### src/rtl/dqz_pkg.sv
package dqz_pkg;

  localparam int unsigned DQZ_QW  = 5;
  localparam int unsigned DQZ_DCW = 6;

  typedef enum logic {
    DQZ_MODE_INTER = 1'b0,
    DQZ_MODE_INTRA = 1'b1
  } dqz_mode_e;

  typedef struct packed {
    dqz_mode_e               mode;
    logic [DQZ_QW-1:0]       step;
    logic [DQZ_DCW-1:0]      dc_scale;
  } dqz_cfg_t;

endpackage

### src/rtl/dqz_ac_recon.sv
module dqz_ac_recon #(
  parameter int unsigned LW   = 16,
  parameter int unsigned QW   = 5,
  parameter int unsigned OW   = 16,
  parameter int unsigned SATW = 12
) (
  input  logic [LW-1:0] level,
  input  logic [QW-1:0] step,
  output logic [OW-1:0] coef
);
  localparam int unsigned MW = LW + 1;
  localparam int unsigned PW = MW + QW + 1;
  localparam logic [SATW-2:0] MAG_MAX = '1;

  logic            is_neg;
  logic            is_zero;
  logic [MW-1:0]   mag;
  logic [QW:0]     twice_step;
  logic [QW-1:0]   round_off;
  logic [PW-1:0]   product;
  logic [PW-1:0]   biased;
  logic [PW-1:0]   pre_clip;
  logic [SATW-2:0] mag_clip;

  always_comb begin
    is_neg     = level[LW-1];
    is_zero    = (level == '0);
    mag        = is_neg ? (MW'(0) - {level[LW-1], level}) : {1'b0, level};
    twice_step = {step, 1'b0};
    round_off  = step[0] ? step : (step - 1'b1);
    product    = PW'(mag) * PW'(twice_step);
    biased     = product + PW'(round_off);
    // negative path: one less before the clip, inverted afterwards
    pre_clip   = biased - PW'(is_neg);
    mag_clip   = (pre_clip > PW'(MAG_MAX)) ? MAG_MAX : pre_clip[SATW-2:0];
    if (is_zero) begin
      coef = '0;
    end else if (is_neg) begin
      coef = ~(OW'(mag_clip));
    end else begin
      coef = OW'(mag_clip);
    end
  end
endmodule

### src/rtl/dqz_dc_recon.sv
module dqz_dc_recon #(
  parameter int unsigned LW   = 16,
  parameter int unsigned DCW  = 6,
  parameter int unsigned OW   = 16,
  parameter int unsigned SATW = 12
) (
  input  logic [LW-1:0]  level,
  input  logic [DCW-1:0] dc_scale,
  output logic [OW-1:0]  coef
);
  localparam int unsigned PW = LW + DCW + 1;
  localparam logic signed [PW-1:0] LIM_HI = PW'((1 << (SATW - 1)) - 1);
  localparam logic signed [PW-1:0] LIM_LO = -LIM_HI - PW'(1);

  logic signed [PW-1:0] lvl_x;
  logic signed [PW-1:0] scl_x;
  logic signed [PW-1:0] product;

  always_comb begin
    lvl_x   = PW'($signed(level));
    scl_x   = PW'({1'b0, dc_scale});
    product = lvl_x * scl_x;
    if (product > LIM_HI) begin
      coef = LIM_HI[OW-1:0];
    end else if (product < LIM_LO) begin
      coef = LIM_LO[OW-1:0];
    end else begin
      coef = product[OW-1:0];
    end
  end
endmodule

### src/rtl/dqz_ctrl.sv
module dqz_ctrl
  import dqz_pkg::*;
#(
  parameter int unsigned NCOEF = 64,
  localparam int unsigned POSW = $clog2(NCOEF)
) (
  input  logic            clk,
  input  logic            rst_n,
  input  logic            accept,
  input  dqz_cfg_t        cfg_in,
  output dqz_cfg_t        cfg_eff,
  output logic            at_first,
  output logic            at_last
);
  localparam logic [POSW-1:0] LAST_POS = POSW'(NCOEF - 1);

  logic [POSW-1:0] pos_q;
  dqz_cfg_t        held_q;

  always_comb begin
    at_first = (pos_q == '0);
    at_last  = (pos_q == LAST_POS);
    cfg_eff  = at_first ? cfg_in : held_q;
  end

  always_ff @(posedge clk or negedge rst_n) begin
    if (!rst_n) begin
      pos_q  <= '0;
      held_q <= '0;
    end else if (accept) begin
      if (at_first) begin
        held_q <= cfg_in;
      end
      pos_q <= at_last ? '0 : pos_q + 1'b1;
    end
  end
endmodule

### src/rtl/dqz_dequant.sv
module dqz_dequant
  import dqz_pkg::*;
#(
  parameter int unsigned LW    = 16,
  parameter int unsigned OW    = 16,
  parameter int unsigned SATW  = 12,
  parameter int unsigned NCOEF = 64
) (
  input  logic                clk,
  input  logic                rst_n,
  input  logic                cfg_intra,
  input  logic [DQZ_QW-1:0]   cfg_q,
  input  logic [DQZ_DCW-1:0]  cfg_dcs,
  input  logic                in_valid,
  output logic                in_ready,
  input  logic [LW-1:0]       in_level,
  output logic                out_valid,
  input  logic                out_ready,
  output logic [OW-1:0]       out_coef,
  output logic                blk_done
);
  dqz_cfg_t     cfg_in;
  dqz_cfg_t     cfg_eff;
  logic         accept;
  logic         at_first;
  logic         at_last;
  logic [OW-1:0] ac_coef;
  logic [OW-1:0] dc_coef;
  logic          use_dc;
  logic          ovalid_q;
  logic [OW-1:0] ocoef_q;
  logic          olast_q;
  logic          done_q;

  always_comb begin
    cfg_in.mode     = dqz_mode_e'(cfg_intra);
    cfg_in.step     = cfg_q;
    cfg_in.dc_scale = cfg_dcs;
    in_ready        = !ovalid_q || out_ready;
    accept          = in_valid && in_ready;
    use_dc          = at_first && (cfg_eff.mode == DQZ_MODE_INTRA);
  end

  dqz_ctrl #(.NCOEF(NCOEF)) u_ctrl (
    .clk      (clk),
    .rst_n    (rst_n),
    .accept   (accept),
    .cfg_in   (cfg_in),
    .cfg_eff  (cfg_eff),
    .at_first (at_first),
    .at_last  (at_last)
  );

  dqz_ac_recon #(.LW(LW), .QW(DQZ_QW), .OW(OW), .SATW(SATW)) u_ac (
    .level (in_level),
    .step  (cfg_eff.step),
    .coef  (ac_coef)
  );

  dqz_dc_recon #(.LW(LW), .DCW(DQZ_DCW), .OW(OW), .SATW(SATW)) u_dc (
    .level    (in_level),
    .dc_scale (cfg_eff.dc_scale),
    .coef     (dc_coef)
  );

  always_ff @(posedge clk or negedge rst_n) begin
    if (!rst_n) begin
      ovalid_q <= 1'b0;
      ocoef_q  <= '0;
      olast_q  <= 1'b0;
    end else if (accept) begin
      ovalid_q <= 1'b1;
      ocoef_q  <= use_dc ? dc_coef : ac_coef;
      olast_q  <= at_last;
    end else if (out_ready) begin
      ovalid_q <= 1'b0;
    end
  end

  always_ff @(posedge clk or negedge rst_n) begin
    if (!rst_n) begin
      done_q <= 1'b0;
    end else begin
      done_q <= ovalid_q && out_ready && olast_q;
    end
  end

  assign out_valid = ovalid_q;
  assign out_coef  = ocoef_q;
  assign blk_done  = done_q;
endmodule

### config.mk
export PLATFORM = sky130hd
export DESIGN_NAME = dqz_dequant
export DESIGN_NICKNAME = d
export VERILOG_FILES = /design/src/rtl/dqz_pkg.sv /design/src/rtl/dqz_ac_recon.sv /design/src/rtl/dqz_dc_recon.sv /design/src/rtl/dqz_ctrl.sv /design/src/rtl/dqz_dequant.sv
export SDC_FILE = /design/constraint.sdc
export NUM_CORES = 1
export LEC_CHECK = 0
export CAP_MARGIN = 20
export CORE_MARGIN = 2
export CORE_UTILIZATION = 60
export DETAILED_ROUTE_END_ITERATION = 6
export GPL_TIMING_DRIVEN = 0
export PLACE_DENSITY = 0.8
export SYNTH_ARGS = -nofsm -noshare
export SYNTH_HDL_FRONTEND = slang
export SYNTH_SLANG_ARGS = --single-unit
export TNS_END_PERCENT = 5
### constraint.sdc
create_clock -name clk -period 13.3 [get_ports clk]
set_input_delay 1.995 -clock clk [delete_from_list [all_inputs] [get_ports clk]]
set_output_delay 1.995 -clock clk [all_outputs]
set_load 0.005 [all_outputs]
* Word-level counts from Yosys, hierarchy flattened
Cells that the tools add are included.
Cells by class: add/sub/neg operators 5, multiply operators 2, magnitude comparators 3, eq/ne operators 1, mux-type cells 12, bitwise gates (word level) 1, reductions and logical operators 9
Operator list (number):
- $mux W16 | 5
- $add A23 B5 Y23 | 1
- $gt A23 B11 Y1 const B | 1
- $gt A23 B12 Y1 const B | 1
- $lt A23 B12 Y1 const B | 1
- $mul A16 B7 Y23 | 1
- $sub A23 B1 Y23 | 1
- $mul A17 B5 Y22 | 1
- $mux W17 | 1
- $sub A1 B16 Y17 const A | 1
- $logic_not A16 Y1 | 1
- $not A11 Y16 | 1
- $mux W12 | 1
- $mux W11 | 1
- $add A6 B1 Y6 const B | 1
- $eq A6 B6 Y1 const B | 1
- $logic_not A6 Y1 | 1
- $mux W6 | 1
- $mux W5 | 1
- $sub A5 B1 Y5 const B | 1
- $logic_and A1 B1 Y1 | 4
- $mux W1 | 2
- $reduce_bool A2 Y1 | 1
- $logic_not A1 Y1 | 1
- $logic_or A1 B1 Y1 | 1
Storage, ports and cells: bits in registers 37, input port bits 32, output and inout bits 19, word-level logic and storage cells 41

* Longest topological paths before layout
word-level depth 12, gate-level depth with buffers 34, mapped depth without buffers 31

* Hierarchy
From an unflattened synthesis, not the netlist that was laid out.
Unflattened totals: cells, all modules 1254, area total of the unflattened synthesis 10719.0 µm²
By module, submodules not included:
- dqz_ac_recon | instances 1, cells an instance 582, area each 4599.4 µm², seq. area each 0.0 µm²
- dqz_dc_recon | instances 1, cells an instance 519, area each 4237.8 µm², seq. area each 0.0 µm²
- dqz_ctrl | instances 1, cells an instance 73, area each 974.7 µm², seq. area each 450.4 µm²
- dqz_dequant | instances 1, cells an instance 80, area each 907.1 µm², seq. area each 475.5 µm²

* Worst setup path before layout
No wires, ideal clock.
path kind input -> register, start point input port in_level[2], end point register ocoef_q[6], in the netlist out_coef[6], setup time 0.131 ns, data arrival time 8.929 ns, setup slack 4.240 ns, cell stages on the path 32, cells stage by stage clkbuf_1 -> nor2_1 -> nand4b_1 -> or2_2 -> o41ai_1 -> xor2_1 -> nor2_1 -> fa_1 -> fa_1 -> inv_1 -> fa_1 -> inv_1 -> ha_1 -> buf_2 -> a211oi_2 -> o21bai_1 -> buf_4 -> o31a_1 -> o21bai_1 -> xor2_1 -> inv_1 -> ha_1 -> or3b_2 -> o221ai_1 -> a311oi_1 -> nand4_1 -> nor3_1 -> o2111a_1 -> nand4bb_1 -> buf_2 -> o31a_1 -> or3b_1
Between the ends: longest elaborated chain between the ends 11, elaborated cells on any way between the ends 17
Ends and longest elaborated chain:
- from (decl) | line dqz_dequant.sv:16 | input logic [LW-1:0] in_level,
- $sub A1 B16 Y17 | line dqz_ac_recon.sv:28 | mag = is_neg ? (MW'(0) - {level[LW-1], level}) : {1'b0, level};
- $mux W17 | line dqz_ac_recon.sv:28
- $mul A17 B5 Y22 | line dqz_ac_recon.sv:31 | product = PW'(mag) * PW'(twice_step);
- $add A23 B5 Y23 | line dqz_ac_recon.sv:32 | biased = product + PW'(round_off);
- $sub A23 B1 Y23 | line dqz_ac_recon.sv:34 | pre_clip = biased - PW'(is_neg);
- $gt A23 B11 Y1 | line dqz_ac_recon.sv:35 | mag_clip = (pre_clip > PW'(MAG_MAX)) ? MAG_MAX : pre_clip[SATW-2:0];
- $mux W11 | line dqz_ac_recon.sv:35
- $not A11 Y16 | line dqz_ac_recon.sv:39 | coef = ~(OW'(mag_clip));
- $mux W16 | line dqz_ac_recon.sv:38 | end else if (is_neg) begin
- $mux W16 | line dqz_ac_recon.sv:36 | if (is_zero) begin
- $mux W16 (*) | line dqz_dequant.sv:73 | ocoef_q <= use_dc ? dc_coef : ac_coef;
- to (signal assigned) | line dqz_dequant.sv:73
- to (decl) | line dqz_dequant.sv:31 | logic [OW-1:0] ocoef_q;
Mark *: on every way between the ends. The rest lies on a longest branch, timed or not. A chain may end at the register's enable or synchronous reset.

* Worst setup path after layout
start point input port in_level[0], end point register ocoef_q[8], in the netlist out_coef[8]
The elaborated chain is that of the path after synthesis.

==> impl_metrics.tcl <==
set metrics [dict create \
    status "complete, no violations" \
    tightest_slew_ns 1.09 \
    root_buffer "clkbuf_16" \
    drtIter0Drc 722 \
    layout-drive-gt1-share_pct 5.84 \
    chipWidth_um 135 \
    fillers 1419 \
    antenna_left 0 \
    ys_top_cells_by_area "fa_1, ha_1, dfrtp_1" \
    synth_cell_types 84 \
    yosys_warnings 0 \
    yosys_register_bits 36 \
    drt-total-wl_um 25500 \
    dr_total_vias 9332 \
    worstSkewPairLatency_ns 0.30 \
    postCtsHoldBufs 0 \
    grt_pass1_vias 8892 \
    finClkSkew_ns 0.0116 \
    cp-start-kind "input port" \
    via_per_inst 6.13 \
    ys_top_cells_by_count "inv_1, nor2_1, fa_1" \
    endpoint_kind "flip-flop" \
    clk_path_buf_depth 2 \
    worst-endpoint-arrival_ns 11.17 \
    drv_cap 0 \
    cts_setup_buffers 0 \
    fmax_mhz 91.1 \
    cts.sinks 36 \
    rows 47 \
    async_reset_ff_share_pct 100 \
    cts_tree "yes" \
    fin_crit_ns 10.98 \
    cp-startpoint "in_level[0]" \
    cts-resized-gates 0 \
    drv_slew 0 \
    synth_most_common_cell "inv_1" \
    hold_violations 0 \
    syn-cell-area_mm2 0.0103 \
    rsz0062_at_grt "no" \
    cpMaxStageDelayCell "nor4_1" \
    core_mm2 0.0167 \
    r2r-start "u_ctrl.pos_q[2]" \
    setup-tns-final_ns 0 \
    grt_start_max_net_pins 37 \
    hp-class "reg -> reg" \
    grt_pass1_wl_um 43000 \
    slew_headroom_pct 26.7 \
    dr.pass1.iters 5 \
    final_net_count 1550 \
    crit_type "in -> reg" \
    synth_ff_type "dfrtp_1" \
    grt_antenna_before_repair 0 \
    chipHeight_um 135 \
    clkSlewWorstSetupHoldPaths_ns 0.06 \
    min_from "olast_q" \
    critical_path.max_fanout 10 \
    drc_errors 0 \
    synth-seq-area-share_pct 8.75 \
    diodes 0 \
    wl_per_cell_um 16.8 \
    syn_avg_cell_area_um2 8.24 \
    fp.dieArea_mm2 0.0182 \
    htree_levels 2 \
    period_share_pct 82.5 \
    max_stage_delay_ns 0.91 \
    synthCells 1250 \
    area_growth_syn_to_layout_pct 8.38 \
    yosysTopAreaCellShare_pct 22.0 \
    grt_overflow 0 \
    io_pins 51 \
    worstPathRequired_ns 13.49 \
    port_buffers 40 \
    setup_violations 0 \
    hold_depth 2 \
    synth_edf_count 0 \
    hpwl_um 20900 \
    grt_usage_pct 29.0 \
    cts_buffers 5 \
    synth_area_leader_cell "fa_1" \
    r2r_cells 30 \
    crit_top_cell "inv_1" \
    start_util_pct 61.7 \
    globalplace.congestion 0.936 \
]
[worst max-delay path: cells and delay by family]
family	cells	cell delay, ns
AOI/OAI and AO/OA	5	1.71
xor gates and xnor gates	1	0.48
adders and majority gates	6	2.33
buffers and inverters	7	1.51
and+or+nand+nor	12	3.11
[metrics by stage]
stage          setup WS [ns]  hold slack (ns)  area (µm²)  instances  util (%)
6_report                2.32            0.473       11200       1522      66.8
5_1_grt                 1.86            0.514       11200       1522      66.8
4_1_cts                 2.68            0.478       11200       1522      66.8
3_5_place_dp            2.43            0.464       11000       1514      65.8
3_3_place_gp            2.61            0.460       11000       1513      65.8
2_1_floorplan           4.24            0.439       10300       1253         -
[state kept, by name, indices dropped and copies added, names as in the netlist]
register / count
blk_done: 1
olast_q: 1
out_coef: 16
out_valid: 1
u_ctrl.held_q: 11
u_ctrl.pos_q: 6
[final cells by class]
type	count	area, µm²	area share, %
plain buffers	53	216	1.94
multi-input cells	1013	8630	77.3
flip-flops and latches	36	901	8.07
clock buffers	5	125	1.12
repair buffers	41	403	3.61
inverters	151	567	5.08
clock inverters	3	42.5	0.381
well taps	220	275	2.47
[path summary, 6_finish.rpt]
| check | endpoint | slack, ns |
|---|---|---|
| max | out_coef[8] | 2.32 |
| min | olast_q | 0.47 |
| max reg2reg | out_coef[8] | 2.94 |
| min reg2reg | olast_q | 0.47 |
| max in group asynchronous | u_ctrl.held_q[10] | 10.89 |
| min in group asynchronous | out_coef[0] | 1.83 |
[metal layers]
metal  global-route usage (%)  part of all wire (%)
met3                     3.60                   7.3
met1                     41.9                    45
met5                     2.22                     0
met4                     6.02                   2.0
met2                     46.8                    46
[logic make-up (layout without fill, tap and decap cells)]
group | after synthesis | in the layout | share of synthesized area (%)
AND/OR/NAND/NOR | 410 | 410 | 20.2
XOR/XNOR | 65 | 65 | 5.53
adder cells (fa/ha/maj) | 217 | 217 | 34.6
other | 2 | 5 | 0.0729
buffers and inverters | 204 | 253 | 7.61
AO/OA/AOI/OAI | 282 | 282 | 19.7
flip-flops | 36 | 36 | 8.75
multiplexers | 34 | 34 | 3.51
[cell usage in the layout, fill, tap and decap left out, drive strengths merged, types with 36 or more instances in the layout]
cell	Yosys	layout
a21oi	52	52
clkbuf	42	47
clkdlybuf4s50	0	39
dfrtp	36	36
fa	113	113
ha	104	104
inv	150	150
nand2	84	84
nor2	119	119
nor2b	40	40
o21ai	52	52
xnor2	38	38
Power is left out: the tool's default activity adds up to more than one toggle a clock period on the data nets, which glitch-free logic cannot reach.
